File: src/rtl/pf_seq_pkg.sv
package pf_seq_pkg;

    typedef enum logic [2:0] {
        PH_RESET  = 3'd0,
        PH_RECALL = 3'd1,
        PH_ACTIVE = 3'd2,
        PH_STORE  = 3'd3,
        PH_OFF    = 3'd4
    } phase_e;

    typedef struct packed {
        phase_e phase;
        logic   dirty;
        logic   store_stb;
        logic   recall_stb;
    } seq_t;

    function automatic int max3(input int a, input int b, input int c);
        int m;
        m = (a > b) ? a : b;
        return (m > c) ? m : c;
    endfunction

endpackage

File: src/rtl/pf_trip_cmp.sv
module pf_trip_cmp #(
    parameter int LVL_W     = 8,
    parameter int TRIP_CODE = 120,
    parameter int HYST_CODE = 15,
    parameter int POR_CODE  = 90
) (
    input  logic             clk,
    input  logic             rst_n,
    input  logic [LVL_W-1:0] level,
    output logic             armed,
    output logic             below_por
);
    localparam logic [LVL_W:0] TRIP_LVL = (LVL_W+1)'(TRIP_CODE);
    localparam logic [LVL_W:0] ARM_LVL  = (LVL_W+1)'(TRIP_CODE + HYST_CODE);
    localparam logic [LVL_W:0] POR_LVL  = (LVL_W+1)'(POR_CODE);

    logic [LVL_W:0] lvl_x;
    logic           armed_d, armed_q;

    assign lvl_x = {1'b0, level};

    always_comb begin
        armed_d = armed_q;
        if (lvl_x < TRIP_LVL) begin
            armed_d = 1'b0;
        end else if (lvl_x >= ARM_LVL) begin
            armed_d = 1'b1;
        end
    end

    always_ff @(posedge clk or negedge rst_n) begin
        if (!rst_n) begin
            armed_q <= 1'b0;
        end else begin
            armed_q <= armed_d;
        end
    end

    assign armed     = armed_q;
    assign below_por = (lvl_x < POR_LVL);

endmodule

File: src/rtl/pf_phase_timer.sv
module pf_phase_timer #(
    parameter int CNT_W = 8
) (
    input  logic             clk,
    input  logic             rst_n,
    input  logic             load,
    input  logic [CNT_W-1:0] load_val,
    output logic             expired
);
    logic [CNT_W-1:0] cnt_d, cnt_q;

    always_comb begin
        cnt_d = cnt_q;
        if (load) begin
            cnt_d = load_val;
        end else if (cnt_q != '0) begin
            cnt_d = cnt_q - 1'b1;
        end
    end

    always_ff @(posedge clk or negedge rst_n) begin
        if (!rst_n) begin
            cnt_q <= '0;
        end else begin
            cnt_q <= cnt_d;
        end
    end

    assign expired = (cnt_q == '0);

endmodule

File: src/rtl/pf_autostore_seq.sv
module pf_autostore_seq
    import pf_seq_pkg::*;
#(
    parameter int LVL_W      = 8,
    parameter int TRIP_CODE  = 120,
    parameter int HYST_CODE  = 15,
    parameter int POR_CODE   = 90,
    parameter int STORE_CYC  = 1000000,
    parameter int RECALL_CYC = 20000,
    parameter int SWREC_CYC  = 5000
) (
    input  logic             clk,
    input  logic             rst_n,
    input  logic [LVL_W-1:0] supply_code,
    input  logic             sw_recall,
    input  logic             wr_en,
    output logic             access_en,
    output logic             store_stb,
    output logic             recall_stb,
    output logic             busy,
    output logic             dirty,
    output logic             supply_ok,
    output logic [2:0]       phase
);
    localparam int MAX_CYC = max3(STORE_CYC, RECALL_CYC, SWREC_CYC);
    localparam int CNT_W   = $clog2(MAX_CYC + 1);
    localparam logic [CNT_W-1:0] STORE_LD  = CNT_W'(STORE_CYC - 1);
    localparam logic [CNT_W-1:0] RECALL_LD = CNT_W'(RECALL_CYC - 1);
    localparam logic [CNT_W-1:0] SWREC_LD  = CNT_W'(SWREC_CYC - 1);
    localparam seq_t SEQ_RST = '{phase: PH_RESET, default: '0};

    logic             armed, below_por, expired;
    logic             tmr_load;
    logic [CNT_W-1:0] tmr_val;
    seq_t             seq_d, seq_q;

    pf_trip_cmp #(
        .LVL_W    (LVL_W),
        .TRIP_CODE(TRIP_CODE),
        .HYST_CODE(HYST_CODE),
        .POR_CODE (POR_CODE)
    ) u_trip (
        .clk      (clk),
        .rst_n    (rst_n),
        .level    (supply_code),
        .armed    (armed),
        .below_por(below_por)
    );

    pf_phase_timer #(
        .CNT_W(CNT_W)
    ) u_timer (
        .clk     (clk),
        .rst_n   (rst_n),
        .load    (tmr_load),
        .load_val(tmr_val),
        .expired (expired)
    );

    always_comb begin
        seq_d            = seq_q;
        seq_d.store_stb  = 1'b0;
        seq_d.recall_stb = 1'b0;
        tmr_load         = 1'b0;
        tmr_val          = '0;
        unique case (seq_q.phase)
            PH_RESET: begin
                seq_d.dirty = 1'b0;
                if (armed && !below_por) begin
                    seq_d.phase      = PH_RECALL;
                    seq_d.recall_stb = 1'b1;
                    tmr_load         = 1'b1;
                    tmr_val          = RECALL_LD;
                end
            end
            PH_RECALL: begin
                if (below_por) begin
                    seq_d.phase = PH_RESET;
                end else if (!armed) begin
                    seq_d.phase = PH_OFF;
                end else if (expired) begin
                    seq_d.phase = PH_ACTIVE;
                end
            end
            PH_ACTIVE: begin
                if (!armed || below_por) begin
                    seq_d.phase     = PH_STORE;
                    seq_d.store_stb = seq_q.dirty | wr_en;
                    seq_d.dirty     = 1'b0;
                    tmr_load        = 1'b1;
                    tmr_val         = STORE_LD;
                end else if (sw_recall) begin
                    seq_d.phase      = PH_RECALL;
                    seq_d.recall_stb = 1'b1;
                    seq_d.dirty      = 1'b0;
                    tmr_load         = 1'b1;
                    tmr_val          = SWREC_LD;
                end else begin
                    seq_d.dirty = seq_q.dirty | wr_en;
                end
            end
            PH_STORE: begin
                if (expired) begin
                    seq_d.phase = PH_OFF;
                end
            end
            PH_OFF: begin
                if (below_por) begin
                    seq_d.phase = PH_RESET;
                end else if (armed) begin
                    seq_d.phase      = PH_RECALL;
                    seq_d.recall_stb = 1'b1;
                    tmr_load         = 1'b1;
                    tmr_val          = RECALL_LD;
                end
            end
            default: begin
                seq_d = SEQ_RST;
            end
        endcase
    end

    always_ff @(posedge clk or negedge rst_n) begin
        if (!rst_n) begin
            seq_q <= SEQ_RST;
        end else begin
            seq_q <= seq_d;
        end
    end

    assign access_en  = (seq_q.phase == PH_ACTIVE);
    assign busy       = (seq_q.phase == PH_RECALL) || (seq_q.phase == PH_STORE);
    assign store_stb  = seq_q.store_stb;
    assign recall_stb = seq_q.recall_stb;
    assign dirty      = seq_q.dirty;
    assign supply_ok  = armed;
    assign phase      = seq_q.phase;

endmodule

File: config.mk
export PLATFORM = sky130hd
export DESIGN_NAME = pf_autostore_seq
export DESIGN_NICKNAME = d
export VERILOG_FILES = /design/src/rtl/pf_seq_pkg.sv /design/src/rtl/pf_trip_cmp.sv /design/src/rtl/pf_phase_timer.sv /design/src/rtl/pf_autostore_seq.sv
export SDC_FILE = /design/constraint.sdc
export NUM_CORES = 1
export LEC_CHECK = 0
export ABC_AREA = 0
export BUFFER_PORTS_ARGS = -buffer_cell sky130_fd_sc_hd__buf_2
export CAP_MARGIN = 40
export CORE_MARGIN = 2
export CORE_UTILIZATION = 54
export CTS_BUF_LIST = sky130_fd_sc_hd__clkbuf_4
export DETAILED_ROUTE_END_ITERATION = 16
export PLACE_DENSITY = 0.75
export SYNTH_ARGS = -nofsm -noshare
export SYNTH_HDL_FRONTEND = slang
export SYNTH_HIERARCHICAL = 1
export SYNTH_SLANG_ARGS = --single-unit
File: constraint.sdc
create_clock -name clk -period 2.38 [get_ports clk]
set_input_delay 0 -clock clk [delete_from_list [all_inputs] [get_ports clk]]
set_output_delay 0 -clock clk [all_outputs]
set_load 0.02 [all_outputs]
Yosys cells after proc, flatten, opt, wreduce, memory -nomap -nowiden:

Cells that the tools add are included.

* register bits: 27
* input bits: 12
* output and inout port bits: 9

* reductions and logical operators: 12
* bitwise operators: 1
* multiplexer cells: 32
* equality and inequality tests: 9
* order comparisons: 3
* $add $sub $neg: 1

Operators with widths (count)
* $mux W20: 3
* $pmux W20 S3: 1
* $mux W15: 3
* $mux W3: 8
* $logic_not A20 Y1: 1
* $reduce_bool A20 Y1: 1
* $sub A20 B1 Y20 const B: 1
* $lt A8 B7 Y1 const B: 2
* $pmux W3 S5: 1
* $mux W13: 1
* $mux W1: 11
* $ge A8 B8 Y1 const B: 1
* $eq A3 B2 Y1 const B: 2
* $ne A3 B2 Y1 const B: 2
* $pmux W1 S3: 2
* $reduce_and A5 Y1: 1
* $mux W4: 1
* $ne A2 B2 Y1 const B: 2
* $ne A4 B4 Y1 const B: 1
* $reduce_bool A2 Y1: 2
* $eq A3 B1 Y1 const B: 1
* $eq A3 B3 Y1 const B: 1
* $logic_not A3 Y1: 1
* $reduce_or A3 Y1: 1
* 5 further kinds: 7

Longest topological paths before layout:

Gate-level depths: netlist of the first run.

* word-level depth: 6
* depth in mapped cells: 9
* mapped depth without buffers: 8

Modules after synthesis:

The synthesis of the first run kept the hierarchy.

Modules (own cells, without submodules)
* pf_phase_timer: times used 1, area each 1202.4 um^2, seq. area each 500.5 um^2, cells an instance 123
* pf_autostore_seq: times used 1, area each 397.9 um^2, seq. area each 150.1 um^2, cells an instance 46
* pf_trip_cmp: times used 1, area each 76.3 um^2, seq. area each 25.0 um^2, cells an instance 10

Worst setup path before layout of the first run:

Ideal clock, no wire load.

* kind: flip-flop to flip-flop
* from: reg u_timer.cnt_q[0]
* to: reg u_timer.cnt_q[10]
* arrival: 1.965 ns
* setup time: 0.119 ns
* data required time: 2.261 ns
* setup slack: 0.297 ns
* path buffers: 1
* stages on the path, launching flop included: 9
* cells stage by stage: dfrtp_1 -> inv_1 -> ha_1 -> or3b_1 -> buf_2 -> or2_4 -> or4_4 -> xor2_1 -> o21ai_2

* cells in the longest elaborated chain, start to end: 3
* elaborated cells on any way between the ends: 5
* those cells by class: add/sub: 1; mux: 2; reduce/logical: 2

RTL lines
* start, declared: line pf_phase_timer.sv:10 `logic [CNT_W-1:0] cnt_d, cnt_q;`
* start signal, assigned: line pf_phase_timer.sv:25 `cnt_q <= cnt_d;`
* $sub A20 B1 Y20: line pf_phase_timer.sv:17 `cnt_d = cnt_q - 1'b1;`
* $mux W20: line pf_phase_timer.sv:16 `end else if (cnt_q != '0) begin`
* $mux W20: line pf_phase_timer.sv:14 `if (load) begin`

Parallel ways exist; a longest one is shown, timed or not. The select of a mux whose other input is x is not followed.
A chain may end at the register's enable or synchronous reset.

Worst setup path in the final report of the first run:

Ends and elaborated chain as after synthesis.

==> results of run 1 <==
metrics by stage:
| step | power (W) | worst slack [ns] | util, % |
|---|---|---|---|
| 3_5_place_dp | 0.001476 | 0.2361 | 60.04 |
| 4_1_cts | 0.001685 | 0.2041 | 62.96 |
| 3_3_place_gp | 0.001436 | 0.2968 | 60.04 |
| 6_report | 0.001675 | 0.1897 | 62.96 |
| 5_1_grt | 0.001796 | 0.1041 | 62.96 |
| 2_1_floorplan | 0.001304 | 0.2968 | - |
cells by family after synthesis:
group                      after synthesis
AOI/OAI and AO/OA                       41
xor gates and xnor gates                16
adders and majority gates                2
buffers and inverters                   14
DFF                                     27
muxes                                    4
other                                    1
and+or+nand+nor                         74
placed cells by master (no fill, tap or decap), types with 2 or more instances in the layout:
cell type      instances
buf_2                 20
nand2_1               23
dlygate4sd3_1          6
o21ai_2                9
xor2_1                 7
nor3b_1                2
inv_1                  6
nor3_1                 7
a21oi_1                4
conb_1                 3
dfrtp_1               27
nand3_1                2
a31oi_1                2
buf_4                  3
or4_4                  2
o21ai_0               10
or4_1                  2
nor4_1                 3
mux2_2                 3
and3_1                 2
o31ai_1                5
nor2_1                12
xnor2_1                9
ha_1                   2
nand2b_1               3
nor2b_1                3
or3_1                  2
o21ai_1                3
clkbuf_4               3
flip-flops by register name, summed over array words and instances, names as in the netlist:
signal / count
dirty: 1
phase: 3
recall_stb: 1
store_stb: 1
u_timer/cnt_q: 20
u_trip/armed: 1
worst min path at each step:
stage                             end  cells past startpoint
floorplan                       dirty                      0
global placement    u_timer/cnt_q[12]                      1
detailed placement  u_timer/cnt_q[11]                      1
CTS                        recall_stb                      4
global route               recall_stb                      4
finish                      store_stb                      5
critical path, cell delays in order (launching register included):
cell	delay, ns
dfrtp_1	0.42
inv_1	0.12
ha_1	0.19
or3b_1	0.38
or2_4	0.27
or4_4	0.42
xor2_1	0.22
o21ai_2	0.07
routing by layer:
layer | vias to the layer above | GRT usage (%) | part of all wire, %
li1 | 679 | - | -
met1 | 639 | 27.86 | 44
met2 | 30 | 37.89 | 51
met3 | 2 | 2.597 | 3.5
met4 | 0 | 6.667 | 0.54
met5 | - | 0 | 0
power groups by stage:
stage | combinational (W) | clock [W] | sequential (W)
3_3_place_gp | 0.000676 | 0 | 0.000760
5_1_grt | 0.000788 | 0.000227 | 0.000781
6_report | 0.000718 | 0.000196 | 0.000761
2_1_floorplan | 0.000572 | 0 | 0.000732
4_1_cts | 0.000721 | 0.000207 | 0.000757
3_5_place_dp | 0.000708 | 0 | 0.000767
final cells by class:
class	count	share of cell area, %
clock buffer	3	1.191
clock inverter	1	0.2647
inverter	6	1.191
multi-input combinational	140	49.77
sequential	27	35.74
tap	33	2.184
timing repair buffer	29	9.662
==> flow_metrics.env, run 1 <==
export IMPL_synth_compound_area_share_pct=16.79
export IMPL_cts_tree="built"
export IMPL_gp_congestion=0.8447
export IMPL_yosysTopAreaCellShare_pct=40.30
export IMPL_fmax_mhz=456.6
export IMPL_diodes=0
export IMPL_num_vias=1350
export IMPL_post_route_min_period_ns=2.190
export IMPL_critPathKind="reg -> reg"
export IMPL_tns_ns=0
export IMPL_area_delta_synth_final_pct=12.76
export IMPL_crit_end="u_timer/cnt_q[10]"
export IMPL_rr_endpoint="u_timer/cnt_q[10]"
export IMPL_avgViaCountPerCell=5.649
export IMPL_synthArstFlopShare_pct=100.0
export IMPL_whs_ns=0.1889
export IMPL_drt_first_pass_iters=4
export IMPL_grt_overflow_total=0
export IMPL_reg2reg_from="u_timer/cnt_q[0]"
export IMPL_critPathRequiredTime_ns=2.60
export IMPL_clkLatencyLatePin_ns=0.32
export IMPL_yosysTopAreaCell="dfrtp_1"
export IMPL_p_comb_share_pct=42.8
export IMPL_status="complete, no violations"
export IMPL_grt_usage_pct=21.68
export IMPL_yosysUniqueCellTypes=48
export IMPL_finalWirelength_mm=3.521
export IMPL_nets=221
export IMPL_rsz0062_at_grt="no"
export IMPL_syn_area_sq_um=1677
export IMPL_layout_drive_gt1_share_pct=24.76
export IMPL_sw_frac_of_total_pct=40.46
export IMPL_ys_flop_type="dfrtp_1"
export IMPL_slew_headroom_pct=59.83
export IMPL_multi_input_area_sq_um=940.9
export IMPL_grt_pass1_vias=1293
export IMPL_clock_sinks=27
export IMPL_fin_crit_sh_pct=92.03
export IMPL_grt_pass1_wl_mm=5.802
export IMPL_yosysMostFrequentCell="dfrtp_1"
export IMPL_antenna_found_initial=0
export IMPL_setup_worst_path_start="u_timer/cnt_q[0]"
export IMPL_synthTopCellsByCount="dfrtp_1, nand2_1, nor2_1"
export IMPL_synth_avg_cell_area_sq_um=9.367
export IMPL_finalSetupViolCount=0
export IMPL_placed_cell_area_sq_um=1803
export IMPL_routedWlPerCell_um=14.73
export IMPL_synthAdderAreaFrac_pct=1.493
export IMPL_p_int_w=0.0009975
export IMPL_hold_viol=0
export IMPL_fp_dieH_um=59.72
export IMPL_seqPwrFrac_pct=45.4
export IMPL_p_per_area_nw_per_um2=886.1
export IMPL_yosys_area_share_xor_xnor_pct=8.358
export IMPL_hold_path_startpoint="supply_code[7]"
export IMPL_clk_pin_slew_ns=0.14
export IMPL_final_area_sq_um=1891
export IMPL_maxCapViolCount=0
export IMPL_endpoint_kind="flop"
export IMPL_drt_iter0_markers=65
export IMPL_worst_pin_slew_ns=0.6025
export IMPL_drc=0
export IMPL_dp_hpwl_mm=2.618
export IMPL_ant_nets=0
export IMPL_startpoint_type="flop"
export IMPL_die_area_sq_um=3566
export IMPL_cts_buffers=3
export IMPL_grt_start_max_net_pins=28
export IMPL_die_w_um=59.72
export IMPL_r2r_cells=7
export IMPL_ctsHoldBuffers=6
export IMPL_initial_core_util_pct=55.83
export IMPL_synthSimpleGateAreaFrac_pct=25.60
export IMPL_instances_no_fill=239
export IMPL_num_rows=20
export IMPL_peakVddDrop_mv=0.3642
export IMPL_synth_edf_count=0
export IMPL_coreArea_sq_um=3003
export IMPL_htree_levels=1
export IMPL_io_buffers=20
export IMPL_ios=21
export IMPL_seq_area_frac_synth_pct=40.30
export IMPL_ys_seq_elements=27
export IMPL_yosys_warnings=6
export IMPL_clockRootBuffer="clkbuf_4"
export IMPL_clockBufferDepth=2
export IMPL_switchingPower_w=0.0006778
export IMPL_cts_resized=0
export IMPL_power_share_clock_pct=11.7
export IMPL_hp_class="in -> reg"
export IMPL_netlist_instances=179
export IMPL_post_cts_buffers=0
export IMPL_slew_viol_final=0
export IMPL_critical_path_arrival_ns=2.41
export IMPL_finClkSkew_ns=0.003117
export IMPL_regArea_sq_um=675.6
export IMPL_r2r_setup_slack_ns=0.19
export IMPL_synthTopCellsByArea="dfrtp_1, nand2_1, o21ai_2, xnor2_1, xor2_1"
export IMPL_synth_top_family_by_area="simple AND/OR/NAND/NOR gates"
export IMPL_p_leak_nw=0.8633
export IMPL_synthMuxAreaShare_pct=2.910
export IMPL_fillers=256
export IMPL_cp_max_fo=4
export IMPL_placed_cells=229
Note: power is estimated with default switching activity, not from simulation.
==> run 2: changes to the inputs <==
--- a/config.mk
+++ b/config.mk
@@ -15,5 +15,4 @@
 export PLACE_DENSITY = 0.75
 export SYNTH_ARGS = -nofsm -noshare
 export SYNTH_HDL_FRONTEND = slang
-export SYNTH_HIERARCHICAL = 1
 export SYNTH_SLANG_ARGS = --single-unit
==> flow_metrics.env, run 2 <==
export IMPL_critical_path_arrival_ns=2.48
export IMPL_grt_pass1_wl_mm=5.982
export IMPL_synth_avg_cell_area_sq_um=9.428
export IMPL_worst_pin_slew_ns=0.5961
export IMPL_fin_crit_sh_pct=92.79
export IMPL_netlist_instances=170
export IMPL_drt_iter0_markers=33
export IMPL_critPathKind="reg -> reg"
export IMPL_layout_drive_gt1_share_pct=20.10
export IMPL_status="complete, no violations"
export IMPL_p_leak_nw=0.7841
export IMPL_avgViaCountPerCell=5.926
export IMPL_grt_start_max_net_pins=28
export IMPL_nets=214
export IMPL_yosysTopAreaCellShare_pct=42.15
export IMPL_ys_flop_type="dfrtp_1"
export IMPL_p_per_area_nw_per_um2=576.4
export IMPL_clockRootBuffer="clkbuf_4"
export IMPL_drc=0
export IMPL_critPathRequiredTime_ns=2.65
export IMPL_yosysUniqueCellTypes=43
export IMPL_cp_max_fo=5
export IMPL_clk_pin_slew_ns=0.14
export IMPL_synthArstFlopShare_pct=100.0
export IMPL_dp_hpwl_mm=2.551
export IMPL_num_rows=19
export IMPL_finalSetupViolCount=0
export IMPL_fp_dieH_um=58.48
export IMPL_synthTopCellsByArea="dfrtp_1, xnor2_1, a21oi_1, nor2_1, o21ai_1"
export IMPL_hp_class="in -> reg"
export IMPL_peakVddDrop_mv=0.3844
export IMPL_synth_nets=184
export IMPL_rsz0062_at_grt="no"
export IMPL_ios=21
export IMPL_finClkSkew_ns=0.002126
export IMPL_gp_congestion=0.8825
export IMPL_maxCapViolCount=0
export IMPL_cts_buffers=3
export IMPL_clock_sinks=27
export IMPL_endpoint_kind="flop"
export IMPL_slew_headroom_pct=60.26
export IMPL_largest_register_ffs=20
export IMPL_diodes=0
export IMPL_io_buffers=20
export IMPL_cpLargestDelayFamily="simple AND/OR/NAND/NOR gates"
export IMPL_synthTopCellsByCount="dfrtp_1, nor2_1, a21oi_1, nand2_1, xnor2_1"
export IMPL_routedWlPerCell_um=15.00
export IMPL_antenna_found_initial=0
export IMPL_num_vias=1363
export IMPL_syn_area_sq_um=1603
export IMPL_initial_core_util_pct=57.62
export IMPL_place_ws_ns=0.2453
export IMPL_synth_edf_count=0
export IMPL_fillers=243
export IMPL_grt_overflow_total=0
export IMPL_coreArea_sq_um=2781
export IMPL_grt_usage_pct=23.02
export IMPL_tns_ns=0
export IMPL_regMostFlops="u_timer.cnt_q"
export IMPL_area_delta_synth_final_pct=14.13
export IMPL_ant_nets=0
export IMPL_clkLatencyLatePin_ns=0.33
export IMPL_final_util_pct=65.77
export IMPL_power_w=0.001054
export IMPL_hold_viol=0
export IMPL_crit_buf_inv=1
export IMPL_setup_ws_ns=0.1717
export IMPL_cts_tree="built"
export IMPL_startpoint_type="flop"
export IMPL_clockBufferDepth=2
export IMPL_cts_resized=0
export IMPL_ctsHoldBuffers=6
export IMPL_fmax_mhz=452.8
export IMPL_layout_commonest_cell="dfrtp_1"
export IMPL_die_w_um=58.48
export IMPL_seq_area_frac_synth_pct=42.15
export IMPL_ys_seq_elements=27
export IMPL_crit_path_cell_trace="inv_1, ha_1, or4b_1, nor4_2, xor2_1, nand2_1, a21oi_1"
export IMPL_drt_first_pass_iters=4
export IMPL_yosys_warnings=0
export IMPL_crit_path_top_delay_cell="or4b_1"
export IMPL_slew_viol_final=0
export IMPL_grt_pass1_vias=1333
export IMPL_finalWirelength_mm=3.450
export IMPL_post_route_min_period_ns=2.208
export IMPL_yosysTopAreaCell="dfrtp_1"
export IMPL_max_stage_delay_ns=0.60
export IMPL_post_cts_buffers=0
export IMPL_final_cell_mix="dfrtp_1, buf_2, nor2_1"
export IMPL_die_area_sq_um=3420
export IMPL_yosysMostFrequentCell="dfrtp_1"
export IMPL_htree_levels=1
==> run 2: cell type report <==
cell class              instances  area, sq um  share of cell area, %
repair buffers                 27        167.7                  9.166
multi-input cells             134        890.9                  48.70
clock buffers                   4        30.03                  1.642
well taps                      31        38.79                  2.120
inverters                       7        26.28                  1.436
flip-flops and latches         27        675.6                  36.94
==> run 2: path summary, 6_finish.rpt <==
kind / slack [ns] / end / depth (start not counted) / startpoint
min: 0.1 / phase[2] / 5 / supply_code[6]
max reg2reg: 0.17 / u_timer.cnt_q[14] / 7 / u_timer.cnt_q[0]
min in group asynchronous: 0.19 / u_timer.cnt_q[3] / 2 / rst_n
max: 0.17 / u_timer.cnt_q[14] / 7 / u_timer.cnt_q[0]
min reg2reg: 0.60 / dirty / 1 / phase[2]
max in group asynchronous: 1.80 / u_timer.cnt_q[12] / 2 / rst_n
==> run 2: worst register-to-register path, delay by kind of cell, from the launching register on <==
family	cells	cell delay (ns)
buffers and inverters	1	0.14
AOI/OAI and AO/OA	1	0.15
xor gates and xnor gates	1	0.19
adders and majority gates	1	0.28
and+or+nand+nor	3	0.96
DFF	1	0.42
==> run 2: kinds of logic after synthesis <==
group / after synthesis / share of synthesized area [%]
AND/OR/NAND/NOR: 72 / 27.87
AO/OA/AOI/OAI: 41 / 15.61
adder cells (fa/ha/maj): 2 / 1.561
buffers and inverters: 9 / 2.264
XOR/XNOR: 17 / 9.289
flip-flops: 27 / 42.15
multiplexers: 2 / 1.249
==> run 2: per-stage QoR <==
stage	hold slack [ns]	cells	cell area, sq um
3_3_place_gp	0.02877	220	1739
6_report	0.09978	230	1829
4_1_cts	0.1077	230	1829
2_1_floorplan	-0.2956	170	1603
3_5_place_dp	0.04339	220	1739
5_1_grt	0.1359	230	1829
==> run 2: layer usage <==
| layer | vias to the layer above | global-route usage [%] | wire, um |
|---|---|---|---|
| li1 | 673 | - | - |
| met3 | 7 | 3.297 | 160 |
| met1 | 649 | 30.14 | 1586 |
| met4 | 0 | 9.967 | 70 |
| met2 | 34 | 38.04 | 1633 |
| met5 | - | 0 | 0 |
==> run 2: power breakdown <==
part | total, W | switching [W] | internal (W)
Clock | 0.000212 | 0.000135 | 0.0000772
Combinational | 0.000272 | 0.000159 | 0.000113
Sequential | 0.000570 | 0.0000668 | 0.000503
Total | 0.00105 | 0.000361 | 0.000693
